`config.mk`:
```
export PLATFORM = sky130hd
export DESIGN_NAME = ddrseq_top
export DESIGN_NICKNAME = d
export VERILOG_FILES = /design/src/rtl/ddrseq_pkg.sv /design/src/rtl/ddrseq_refresh.sv /design/src/rtl/ddrseq_bank.sv /design/src/rtl/ddrseq_top.sv
export SDC_FILE = /design/constraint.sdc
export NUM_CORES = 1
export LEC_CHECK = 0
export ABC_CLOCK_PERIOD_IN_PS = 6990
export BUFFER_PORTS_ARGS = -buffer_cell sky130_fd_sc_hd__buf_2
export CAP_MARGIN = 0
export CELL_PAD_IN_SITES_DETAIL_PLACEMENT = 1
export CELL_PAD_IN_SITES_GLOBAL_PLACEMENT = 1
export CORE_AREA = 2 2 129 131
export DETAILED_ROUTE_END_ITERATION = 16
export DIE_AREA = 0 0 131 133
export GPL_TIMING_DRIVEN = 1
export PLACE_DENSITY = 0.95
export SLEW_MARGIN = 0
export SYNTH_ARGS = -nofsm -noshare
export SYNTH_HDL_FRONTEND = slang
export SYNTH_SLANG_ARGS = --single-unit
```
`constraint.sdc`:
```
create_clock -name clk -period 6.99 [get_ports clk]
set_input_delay 1.398 -clock clk [delete_from_list [all_inputs] [get_ports clk]]
set_output_delay 1.398 -clock clk [all_outputs]
set_load 0.02 [all_outputs]
```
`src/rtl/ddrseq_pkg.sv`:
```
package ddrseq_pkg;
  // {cs_n, ras_n, cas_n, we_n}
  typedef enum logic [3:0] {
    CMD_MRS = 4'b0000,
    CMD_REF = 4'b0001,
    CMD_PRE = 4'b0010,
    CMD_ACT = 4'b0011,
    CMD_WR  = 4'b0100,
    CMD_RD  = 4'b0101,
    CMD_NOP = 4'b0111
  } cmd_e;
endpackage

```
`src/rtl/ddrseq_refresh.sv`:
```
module ddrseq_refresh #(
  parameter int REF_CYCLES = 976
) (
  input  logic clk,
  input  logic rst_n,
  input  logic ref_done,
  output logic ref_pend
);
  localparam int CW = $clog2(REF_CYCLES + 1);
  logic [CW-1:0] cnt_q;

  always_ff @(posedge clk) begin
    if (!rst_n) begin
      cnt_q    <= CW'(REF_CYCLES - 1);
      ref_pend <= 1'b0;
    end else begin
      if (cnt_q == '0) cnt_q <= CW'(REF_CYCLES - 1);
      else             cnt_q <= cnt_q - 1'b1;
      if (ref_done)    ref_pend <= 1'b0;
      if (cnt_q == '0) ref_pend <= 1'b1;
    end
  end

  // an issued refresh retires the demand
  assert_ref_retire_R9: assert property (@(posedge clk) disable iff (!rst_n)
    (ref_done && cnt_q != '0) |=> !ref_pend);
endmodule

```
`src/rtl/ddrseq_bank.sv`:
```
module ddrseq_bank #(
  parameter int ROW_W = 12,
  parameter int T_RC  = 15,
  parameter int T_RAS = 10,
  parameter int T_RP  = 5,
  parameter int T_RCD = 4,
  parameter int T_DAL = 8,
  parameter int T_RFC = 17
) (
  input  logic             clk,
  input  logic             rst_n,
  input  logic             do_act,
  input  logic             do_pre,
  input  logic             do_col,
  input  logic             do_wr,
  input  logic             do_ref,
  input  logic [ROW_W-1:0] row_in,
  output logic             is_open,
  output logic [ROW_W-1:0] open_row,
  output logic             act_clr,
  output logic             pre_clr,
  output logic             col_clr
);
  localparam int WR_PRE = (T_DAL > T_RP) ? T_DAL - T_RP : 1;
  localparam int TMAX   = (T_RFC > T_RC) ? T_RFC : T_RC;
  localparam int TW     = $clog2(TMAX + 1);

  logic [TW-1:0] act_t, pre_t, col_t;

  function automatic logic [TW-1:0] nxt(input logic [TW-1:0] cur, input int val);
    logic [TW-1:0] d;
    d = (cur != '0) ? cur - 1'b1 : '0;
    return (TW'(val) > d) ? TW'(val) : d;
  endfunction

  always_ff @(posedge clk) begin
    if (!rst_n) begin
      act_t    <= '0;
      pre_t    <= '0;
      col_t    <= '0;
      is_open  <= 1'b0;
      open_row <= '0;
    end else begin
      act_t <= nxt(act_t, 0);
      pre_t <= nxt(pre_t, 0);
      col_t <= nxt(col_t, 0);
      if (do_act) begin
        act_t    <= nxt(act_t, T_RC - 1);
        pre_t    <= nxt(pre_t, T_RAS - 1);
        col_t    <= nxt(col_t, T_RCD - 1);
        is_open  <= 1'b1;
        open_row <= row_in;
      end
      if (do_pre) begin
        act_t   <= nxt(act_t, T_RP - 1);
        is_open <= 1'b0;
      end
      if (do_wr)  pre_t <= nxt(pre_t, WR_PRE - 1);
      if (do_ref) act_t <= nxt(act_t, T_RFC - 1);
    end
  end

  assign act_clr = (act_t == '0);
  assign pre_clr = (pre_t == '0);
  assign col_clr = is_open && (col_t == '0);

  assert_act_closed_R4: assert property (@(posedge clk) disable iff (!rst_n)
    do_act |-> (!is_open && act_t == '0));
  assert_pre_ras_R5: assert property (@(posedge clk) disable iff (!rst_n)
    (do_pre && is_open) |-> pre_t == '0);
  assert_col_rcd_R6: assert property (@(posedge clk) disable iff (!rst_n)
    do_col |-> (is_open && col_t == '0));
endmodule

```
`src/rtl/ddrseq_top.sv`:
```
module ddrseq_top
  import ddrseq_pkg::*;
#(
  parameter int BANKS      = 4,
  parameter int ROW_W      = 12,
  parameter int COL_W      = 9,
  parameter int T_RC       = 15,
  parameter int T_RFC      = 17,
  parameter int T_RAS      = 10,
  parameter int T_RP       = 5,
  parameter int T_DAL      = 8,
  parameter int T_RCD      = 4,
  parameter int T_MRD      = 2,
  parameter int BURST_LEN  = 8,
  parameter int CAS_LAT    = 3,
  parameter int INTERLEAVE = 0,
  parameter int TCK_PS     = 8000,
  parameter int REF_CYCLES = 7812000 / TCK_PS
) (
  input  logic                     clk,
  input  logic                     rst_n,
  input  logic                     req_valid,
  output logic                     req_ready,
  input  logic                     req_write,
  input  logic [$clog2(BANKS)-1:0] req_bank,
  input  logic [ROW_W-1:0]         req_row,
  input  logic [COL_W-1:0]         req_col,
  output logic                     sdr_cs_n,
  output logic                     sdr_ras_n,
  output logic                     sdr_cas_n,
  output logic                     sdr_we_n,
  output logic [$clog2(BANKS)-1:0] sdr_ba,
  output logic [ROW_W-1:0]         sdr_addr
);
  localparam int BA_W    = $clog2(BANKS);
  localparam int AW      = ROW_W;
  localparam int CAS_GAP = BURST_LEN / 2;
  localparam int WR2RD   = BURST_LEN / 2 + 2;
  localparam int BL_CODE = (BURST_LEN == 2) ? 1 : (BURST_LEN == 4) ? 2 : 3;
  localparam logic [AW-1:0] MODE_WORD =
    AW'((CAS_LAT << 4) | ((INTERLEAVE != 0 ? 1 : 0) << 3) | BL_CODE);

  cmd_e            cmd;
  logic            pre_all;
  logic            init_q;
  logic [3:0]      glob_t, cas_t, wtr_t;
  logic [BANKS-1:0] b_open, b_act, b_pre, b_col;
  logic [ROW_W-1:0] b_row [BANKS];
  logic            ref_pend;
  logic [AW-1:0]   addr_d;

  ddrseq_refresh #(.REF_CYCLES(REF_CYCLES)) u_ref (
    .clk(clk), .rst_n(rst_n), .ref_done(cmd == CMD_REF), .ref_pend(ref_pend)
  );

  for (genvar i = 0; i < BANKS; i++) begin : g_bank
    logic hit_i;
    assign hit_i = (req_bank == BA_W'(i));
    ddrseq_bank #(
      .ROW_W(ROW_W), .T_RC(T_RC), .T_RAS(T_RAS), .T_RP(T_RP),
      .T_RCD(T_RCD), .T_DAL(T_DAL), .T_RFC(T_RFC)
    ) u_bank (
      .clk(clk), .rst_n(rst_n),
      .do_act(cmd == CMD_ACT && hit_i),
      .do_pre(cmd == CMD_PRE && (pre_all || hit_i)),
      .do_col((cmd == CMD_RD || cmd == CMD_WR) && hit_i),
      .do_wr(cmd == CMD_WR && hit_i),
      .do_ref(cmd == CMD_REF),
      .row_in(req_row),
      .is_open(b_open[i]), .open_row(b_row[i]),
      .act_clr(b_act[i]), .pre_clr(b_pre[i]), .col_clr(b_col[i])
    );
  end

  always_comb begin
    cmd       = CMD_NOP;
    pre_all   = 1'b0;
    req_ready = 1'b0;
    if (init_q) begin
      cmd = CMD_MRS;
    end else if (glob_t == '0) begin
      if (ref_pend) begin
        if (|b_open) begin
          if (&(~b_open | b_pre)) begin
            cmd     = CMD_PRE;
            pre_all = 1'b1;
          end
        end else if (&b_act) begin
          cmd = CMD_REF;
        end
      end else if (req_valid) begin
        if (b_open[req_bank] && b_row[req_bank] == req_row) begin
          if (b_col[req_bank] && cas_t == '0 && (req_write || wtr_t == '0)) begin
            cmd       = req_write ? CMD_WR : CMD_RD;
            req_ready = 1'b1;
          end
        end else if (b_open[req_bank]) begin
          if (b_pre[req_bank]) cmd = CMD_PRE;
        end else if (b_act[req_bank]) begin
          cmd = CMD_ACT;
        end
      end
    end
  end

  always_comb begin
    case (cmd)
      CMD_MRS: addr_d = MODE_WORD;
      CMD_ACT: addr_d = req_row;
      CMD_RD, CMD_WR: addr_d = AW'(req_col);
      CMD_PRE: addr_d = pre_all ? AW'(1 << 10) : '0;
      default: addr_d = '0;
    endcase
  end

  always_ff @(posedge clk) begin
    if (!rst_n) begin
      init_q   <= 1'b1;
      glob_t   <= '0;
      cas_t    <= '0;
      wtr_t    <= '0;
      {sdr_cs_n, sdr_ras_n, sdr_cas_n, sdr_we_n} <= CMD_NOP;
      sdr_ba   <= '0;
      sdr_addr <= '0;
    end else begin
      if (cmd == CMD_MRS) begin
        init_q <= 1'b0;
        glob_t <= 4'(T_MRD - 1);
      end else if (glob_t != '0) begin
        glob_t <= glob_t - 1'b1;
      end
      if (cmd == CMD_RD || cmd == CMD_WR) cas_t <= 4'(CAS_GAP - 1);
      else if (cas_t != '0)               cas_t <= cas_t - 1'b1;
      if (cmd == CMD_WR)                  wtr_t <= 4'(WR2RD - 1);
      else if (wtr_t != '0)               wtr_t <= wtr_t - 1'b1;
      {sdr_cs_n, sdr_ras_n, sdr_cas_n, sdr_we_n} <= cmd;
      sdr_ba   <= (cmd == CMD_MRS || cmd == CMD_REF || pre_all) ? '0 : req_bank;
      sdr_addr <= addr_d;
    end
  end

  assert_ready_col_R3: assert property (@(posedge clk) disable iff (!rst_n)
    req_ready |=> (!sdr_cs_n && sdr_ras_n && !sdr_cas_n));
  assert_ref_closed_R9: assert property (@(posedge clk) disable iff (!rst_n)
    (!sdr_cs_n && !sdr_ras_n && !sdr_cas_n && sdr_we_n) |-> (b_open == '0));
  assert_mrs_once_R1: assert property (@(posedge clk) disable iff (!rst_n)
    (!init_q) |=> !(!sdr_ras_n && !sdr_cas_n && !sdr_we_n && $past(!init_q)));
endmodule

```
== Word-level counts from Yosys, hierarchy flattened ==
Index checks and enable logic that the tools add are counted.
Storage, ports and cells
  flip-flop bits (word level): 154
  input bits: 27
  output and inout port bits: 19
  word-level logic and storage cells: 296
Operators by class
  $add $sub $neg: 16
  magnitude comparators: 38
  equality and inequality tests: 9
  multiplexer cells: 117
  bitwise logic cells: 4
  reductions and logical operators: 77
Operators by type and width (number)
  2-to-1 mux 5 bit: 72
  greater-than comparator 1 x 5 -> 1 bit (first input constant): 12
  zero test 5 bit: 12
  nonzero test 5 bit: 12
  subtractor 5 x 1 -> 5 bit (second input constant): 12
  one-hot mux 12 bit (4 select lines): 1
  greater-than comparator 2 x 5 -> 1 bit (first input constant): 8
  greater-than comparator 4 x 5 -> 1 bit (first input constant): 8
  2-to-1 mux 4 bit: 7
  binary-select mux 12 bit (select 2 bit): 1
  2-to-1 mux 12 bit: 2
  greater-than comparator 3 x 5 -> 1 bit (first input constant): 4
  greater-than comparator 5 bit (first input constant): 4
  2-to-1 mux 1 bit: 20
  OR reduction 2 bit: 10
  logical AND 1 bit: 19
  2-to-1 mux 3 bit: 6
  zero test 4 bit: 4
  equality test 12 bit: 1
  nonzero test 4 bit: 3
  subtractor 4 x 1 -> 4 bit (second input constant): 3
  2-to-1 mux 11 bit: 1
  zero test 10 bit: 1
  subtractor 10 x 1 -> 10 bit (second input constant): 1
  18 further kinds: 37

== Longest topological paths before layout ==
Gate-level depths: netlist of the first run.
  depth after elaboration: 17
  gate-level depth with buffers: 15
  mapped depth without buffers: 10

== Hierarchy ==
Synthesis of the first run repeated with hierarchy kept, for this count alone.
Unflattened totals
  cell total of the unflattened synthesis: 952
  area, all modules: 8386.8 um2
By module, submodules not included
  ddrseq_bank: instances 4, cells an instance 162, area an instance 1428.9 um2, seq. area each 560.5 um2
  ddrseq_top: instances 1, cells an instance 249, area an instance 2172.1 um2, seq. area each 600.6 um2
  ddrseq_refresh: instances 1, cells an instance 55, area an instance 499.2 um2, seq. area each 220.2 um2

== Worst setup path after synthesis of the first run ==
Ideal clock, no wire load.
  path type: input to output
  start: input req_bank[0]
  end: output req_ready
  arrival: 3.254 ns
  required time: 5.592 ns
  slack: 2.338 ns
  cell stages on the path: 8
  path buffers: 2
  path through: buf_2 > clkbuf_1 > mux4_2 > xnor2_1 > nand4_1 > nor2_2 > nand3_1 > nor2_1
On the way
  cells in the longest elaborated chain, start to end: 11
  elaborated cells on any way between the ends: 18
  those cells by class: eq/ne: 1; mux: 13; bitwise: 1; reduce/logical: 3
RTL lines
  start: declaration: line ddrseq_top.sv:25  | input logic [$clog2(BANKS)-1:0] req_bank,
  NOT 2 -> 3 bit (implied by the code): line ddrseq_top.sv:92  | if (b_open[req_bank] && b_row[req_bank] == req_row) begin
  binary-select mux 12 bit (select 2 bit): line ddrseq_top.sv:92
  2-to-1 mux 12 bit (implied by the code) (2 in series): line ddrseq_top.sv:92
  equality test 12 bit: line ddrseq_top.sv:92
  logical AND 1 bit: line ddrseq_top.sv:92
  2-to-1 mux 1 bit (*): line ddrseq_top.sv:92
  2-to-1 mux 1 bit (*): line ddrseq_top.sv:91  | end else if (req_valid) begin
  2-to-1 mux 1 bit (*): line ddrseq_top.sv:82  | if (ref_pend) begin
  2-to-1 mux 1 bit (*): line ddrseq_top.sv:81  | end else if (glob_t == '0) begin
  2-to-1 mux 1 bit (*): line ddrseq_top.sv:79  | if (init_q) begin
  end: declaration: line ddrseq_top.sv:23  | output logic req_ready,
Mark *: on every way between the ends. The rest lies on a longest branch, timed or not. The select of a mux whose other input is x is not followed.

== Final worst setup path of the first run ==
  start: input req_bank[1]
  end: output req_ready
Same word-level chain as after synthesis.

==> results.ini, run 1 <==
[clock_tree]
insertion_delay_ns = 0.45
clk_pin_slew_ns = 0.07
cts_sinks = 153
ctsHoldBuffers = 0
post-cts-setup-buffer-count = 0
cts_resized = 0
cts_buffers = 17
cts_tree = done
clockRootBuffer = clkbuf_16
clock_path_buffers = 2
cts-htree-levels = 4

[yosys]
synth_edf_count = 0
syn-instance-count = 894
ys_ff_latch = 153
syn_area_um2 = 8040
ys.flop_type = dfxtp_1
ys_async_sr_fraction_pct = 0
postSynthAreaPerCell_um2 = 8.99
ys_seq_area_share_pct = 38.1
ys_warn_count = 0
yosysUniqueCellTypes = 72
synth_nets = 959

[global_routing]
grt_max_degree = 73
grt_overflow_total = 0
antenna_found_initial = 0
grt_pass1_vias = 7688
grt.total_usage_pct = 29.9
grt_pass1_wl_um = 40600

[worst_setup_path]
crit_family = simple AND/OR/NAND/NOR gates
crit_path_max_fanout = 31
crit_top_cell = buf_2
start_kind = input port
crit_slowest_cell = buf_2
arrival_ns = 4.25
max_stage_delay_ns = 0.67
path_buf_inv = 2
cp_cell_sequence = buf_2 -> mux2i_1 -> o221ai_1 -> nor4_1 -> o21ba_2 -> nand3_1 -> nor2_1 -> buf_2
crit_type = input port to output pin
endpoint_kind = output pin
required_ns = 5.59

[power]
pwr_density_cell_nw_per_um2 = 408
leakagePower_nw = 3.78
peakVddDrop_mv = 0.278

[sta]
rsz0062_at_grt = no
period_minus_slack_ns = 5.65
whs_ns = 0.404
finClkSkew_ns = 0.0132
relSlewSlack_pct = 24.1
hold_viol = 0
finalMaxSlewViolations = 0
setup_viol = 0
worst_pin_slew_ns = 1.13
fin_crit_sh_pct = 80.8
setup-tns-final_ns = 0
clock.fmax_ghz = 0.177

[finish]
insertedDiodeCount = 0
area_delta_synth_final_pct = 10.5
drive_gt1_share_pct = 12.5
stdcell_count = 1149
fin_nets = 981
n_fill_cell = 1865
fin_area_um2 = 8880

[placement]
place_area_um2 = 8330
gp_congestion = 0.899
dp_cells = 1117
hpwl_um = 16000
port_buffers = 44

[drt]
wl_met2_um = 12400
ant_nets = 0
m1WireLength_um = 9880
dr.pass1.iters = 5
first_iter_violations = 452
wl_per_cell_um = 21.8
wl_met3_um = 1660
top_layer = met4
num_vias = 7157
drc_errors = 0
drt_wl_total_um = 25100
vias_per_cell = 6.23

[run]
cap_violations = 0

[floorplanning]
core_um2 = 16200
dieArea_um2 = 17400
core.rowCount = 47
fp.dieW_um = 131
fp.dieH_um = 133
num_io_pins = 46
start_util_pct = 49.7

[status]
status = finished clean

[hold_path]
hp-class = flop to flop

## synth_stat cells, drive strengths merged, types with 3 or more instances
master	n	area [µm²]
a41o	4	40.0
or2	5	31.3
a221oi	4	35.0
nand2b	15	93.8
xor2	20	175
mux2	3	33.8
and2	4	25.0
nor2b	5	31.3
buf	19	141
o22ai	7	43.8
nand2	57	214
a211oi	7	57.6
o21bai	3	22.5
mux4	7	158
a21oi	62	310
a311oi	4	35.0
ha	38	475
nor4	11	68.8
nor3b	4	30.0
or3	20	125
o211ai	7	93.8
a2111oi	5	75.1
nor2	110	415
mux2i	67	671
a31oi	5	37.5
o21a	7	52.6
or4	3	22.5
nor4b	13	133
o21ai	12	60.1
nand4	17	106
inv	44	165
clkbuf	27	101
dfxtp	153	3060
or4b	5	50.1
and3	7	43.8
nor3	45	225
nand3	9	45.0
xnor2	30	263
## cell usage in the layout (no fill, tap or decap), types with 5 or more instances in the layout
| master | n |
|---|---|
| and3_1 | 7 |
| nor4b_1 | 10 |
| o21ai_0 | 12 |
| ha_1 | 38 |
| inv_6 | 7 |
| mux2i_1 | 67 |
| clkbuf_16 | 17 |
| buf_4 | 5 |
| or3_1 | 20 |
| nand4_1 | 17 |
| a21oi_1 | 62 |
| a211oi_1 | 6 |
| nand2b_1 | 15 |
| nor4_1 | 11 |
| xor2_1 | 20 |
| inv_1 | 44 |
| dfxtp_1 | 153 |
| nand2_1 | 57 |
| nor2_1 | 109 |
| o21a_1 | 7 |
| nand3_1 | 9 |
| o22ai_1 | 7 |
| xnor2_1 | 30 |
| nor3_1 | 45 |
| nor2b_1 | 5 |
| mux4_2 | 7 |
| buf_2 | 44 |
## registers in the layout (all words and copies together), names as in the netlist, 10 cells and up
signal	cells
g_bank.u_bank.open_row	48
g_bank.u_bank.act_t	20
g_bank.u_bank.col_t	20
g_bank.u_bank.pre_t	20
sdr_addr	12
u_ref.cnt_q	10
## metrics by stage
step,power [W],util [%],setup slack [ns]
2_1_floorplan,0.00227,-,2.34
3_3_place_gp,0.00254,51.5,1.55
3_5_place_dp,0.00266,51.5,1.47
4_1_cts,0.00360,54.9,1.40
5_1_grt,0.00383,54.9,1.19
6_report,0.00362,54.9,1.34
## final timing paths
path                                   from                           end  slack (ns)  cells after the start
setup / recovery                req_bank[1]                     req_ready        1.34                      8
hold / removal               u_ref.cnt_q[0]                u_ref.cnt_q[0]        0.40                      1
setup reg to reg  g_bank[0].u_bank.act_t[0]  g_bank[0].u_bank.open_row[7]        2.59                     11
hold reg to reg              u_ref.cnt_q[0]                u_ref.cnt_q[0]        0.40                      1
## worst register-to-register path, stage by stage (launching register included)
cell,delay (ns)
dfxtp_1,0.34
inv_1,0.09
ha_1,0.17
nor4b_1,0.89
mux4_2,0.45
a221oi_1,0.08
a211o_1,0.34
a41oi_4,0.62
o211ai_1,0.56
buf_4,0.40
mux2i_1,0.24
nor2_1,0.08
## cells by family after synthesis
family	Yosys count	share of synthesized area (%)
XOR/XNOR	50	5.45
other	1	0.0467
adder cells (fa/ha/maj)	38	5.92
multiplexers	77	10.7
buffers and inverters	92	5.17
flip-flops	153	38.1
AND/OR/NAND/NOR	337	21.4
AO/OA/AOI/OAI	146	13.1
## area by class of cell
| class | count | area [µm²] | share of cell area [%] |
|---|---|---|---|
| clock buffers | 17 | 425 | 4.79 |
| multi-input cells | 649 | 4560 | 51.3 |
| clock inverters | 15 | 131 | 1.48 |
| repair buffers | 49 | 258 | 2.90 |
| flip-flops and latches | 153 | 3060 | 34.5 |
| inverters | 46 | 173 | 1.94 |
| well taps | 220 | 275 | 3.10 |
## where the power goes
part | internal [W] | switching, W
Combinational | 0.000606 | 0.000897
Clock | 0.000467 | 0.000427
Sequential | 0.00105 | 0.000177
## layer usage
metal | track usage, % | vias up
li1 | - | 3221
met1 | 34.7 | 3492
met2 | 50.0 | 331
met3 | 7.60 | 113
met4 | 15.7 | 0
met5 | 0 | -
(Power assumes the default switching activity.)
==> run 2, diff against run 1 <==
Settings changed: ABC_CLOCK_PERIOD_IN_PS 6990 to 5410, CORE_AREA 2 2 129 131 to 2 2 134 136, DIE_AREA 0 0 131 133 to 0 0 136 138, PLACE_DENSITY 0.95 to 0.9.
Clock period 6.99 ns to 5.41 ns, I/O delays scaled along.
==> run 2 against run 1 <==
Against the previous run: combinational power up 29%; utilization down 3.8 points; sequential power up 29%; critical path depth up 1; global-route usage down 3.8 points; register-to-register slack worse by 1.5 ns; sequential share of layout area down 0.33 points.
==> results.ini, run 2 (same netlist as run 1, synthesis figures left out) <==
[status]
status = finished clean

[finish]
n_fill_cell = 2064
fin_nets = 990
insertedDiodeCount = 0
area_delta_synth_final_pct = 11.6
top_register = g_bank.u_bank.open_row
layout_common_cells = dfxtp_1 (153), nor2_1 (109), mux2i_1 (67)
largest_reg_flops = 48
final_common_cell = dfxtp_1
drive_gt1_share_pct = 13.0

[run]
cap_violations = 0

[clock_tree]
cts-htree-levels = 4
cts_resized = 0
cts_tree = done
clock_path_buffers = 2
ctsHoldBuffers = 0
cts_buffers = 17
post-cts-setup-buffer-count = 0
cts_sinks = 153
clockRootBuffer = clkbuf_16
clk_pin_slew_ns = 0.06
insertion_delay_ns = 0.44

[floorplanning]
num_io_pins = 46
core.rowCount = 49
dieArea_um2 = 18800
core_um2 = 17500
start_util_pct = 45.8
fp.dieH_um = 138
fp.dieW_um = 136

[global_routing]
grt_max_degree = 44
grt_pass1_wl_um = 38700
grt.total_usage_pct = 26.1
grt_overflow_total = 0
grt_pass1_vias = 7441
antenna_found_initial = 0

[power]
power.total_w = 0.00466
peakVddDrop_mv = 0.259
pwr_density_cell_nw_per_um2 = 520
leakagePower_nw = 3.84

[worst_setup_path]
crit_type = input port to output pin
required_ns = 4.33
crit_path_max_fanout = 23
arrival_ns = 3.64
endpoint_kind = output pin
start_kind = input port

[placement]
port_buffers = 44
gp_congestion = 0.885
hpwl_um = 15900

[sta]
setup-tns-final_ns = 0
rsz0062_at_grt = no
finalMaxSlewViolations = 0
clock.fmax_ghz = 0.212
hold_viol = 0
fin_crit_sh_pct = 87.4
worst_pin_slew_ns = 1.18
finClkSkew_ns = 0.0121
period_minus_slack_ns = 4.73
relSlewSlack_pct = 20.3
setup_viol = 0

[drt]
vias_per_cell = 5.91
ant_nets = 0
dr.pass1.iters = 4
num_vias = 6889
drc_errors = 0
wl_per_cell_um = 20.3
drt_wl_total_um = 23700
first_iter_violations = 293

[hold_path]
hp-class = flop to flop

## run 2: critical path, stage by stage
cell and delay (ns):
buf_2 0.49, buf_4 0.33, mux2i_1 0.27, o221ai_1 0.15, nor4_1 0.31, o21ba_2 0.35, nand3_1 0.19, nor2_1 0.24
buf_2 0.20
## run 2: cell type report
cell class / instances / area [µm²] / area share [%]
clock buffers: 22 / 474 / 5.29
clock inverters: 9 / 88.8 / 0.991
inverters: 46 / 173 / 1.93
multi-input cells: 649 / 4560 / 50.8
flip-flops and latches: 153 / 3060 / 34.2
well taps: 229 / 287 / 3.20
repair buffers: 58 / 325 / 3.63
## run 2: worst paths after layout
kind	cells after the start	slack, ns	endpoint	startpoint
setup reg to reg	10	1.12	g_bank[3].u_bank.col_t[1]	g_bank[0].u_bank.act_t[0]
hold reg to reg	1	0.40	u_ref.cnt_q[0]	u_ref.cnt_q[0]
hold / removal	1	0.40	u_ref.cnt_q[0]	u_ref.cnt_q[0]
setup / recovery	9	0.68	req_ready	req_bank[1]
## run 2: routing by layer
layer / track usage (%) / up-vias / wire length, µm / share of wire [%]
li1: - / 3214 / - / -
met2: 45.1 / 198 / 12200 / 52
met3: 5.39 / 52 / 1100 / 4.6
met4: 10.0 / 0 / 552 / 2.3
met5: 0 / - / 0 / 0
met1: 31.5 / 3425 / 9830 / 41
## run 2: metrics by stage
step	util (%)	instance area, µm²	instances	worst slack [ns]	hold slack (ns)
after detailed placement	47.9	8400	1135	0.724	0.383
after global routing	51.1	8970	1166	0.519	0.428
after global placement	47.9	8400	1135	0.774	0.379
after floorplan	-	8040	894	1.39	0.367
final	51.1	8970	1166	0.684	0.401
after CTS	51.1	8970	1166	0.718	0.399
## run 2: report_power, final
part / leakage (nW) / switching, W / internal, W / total (W)
combinational: 2.30 / 0.00115 / 0.000785 / 0.00194
sequential: 1.25 / 0.000217 / 0.00135 / 0.00157
clock: 0.281 / 0.000485 / 0.000670 / 0.00116
total: 3.84 / 0.00185 / 0.00281 / 0.00466
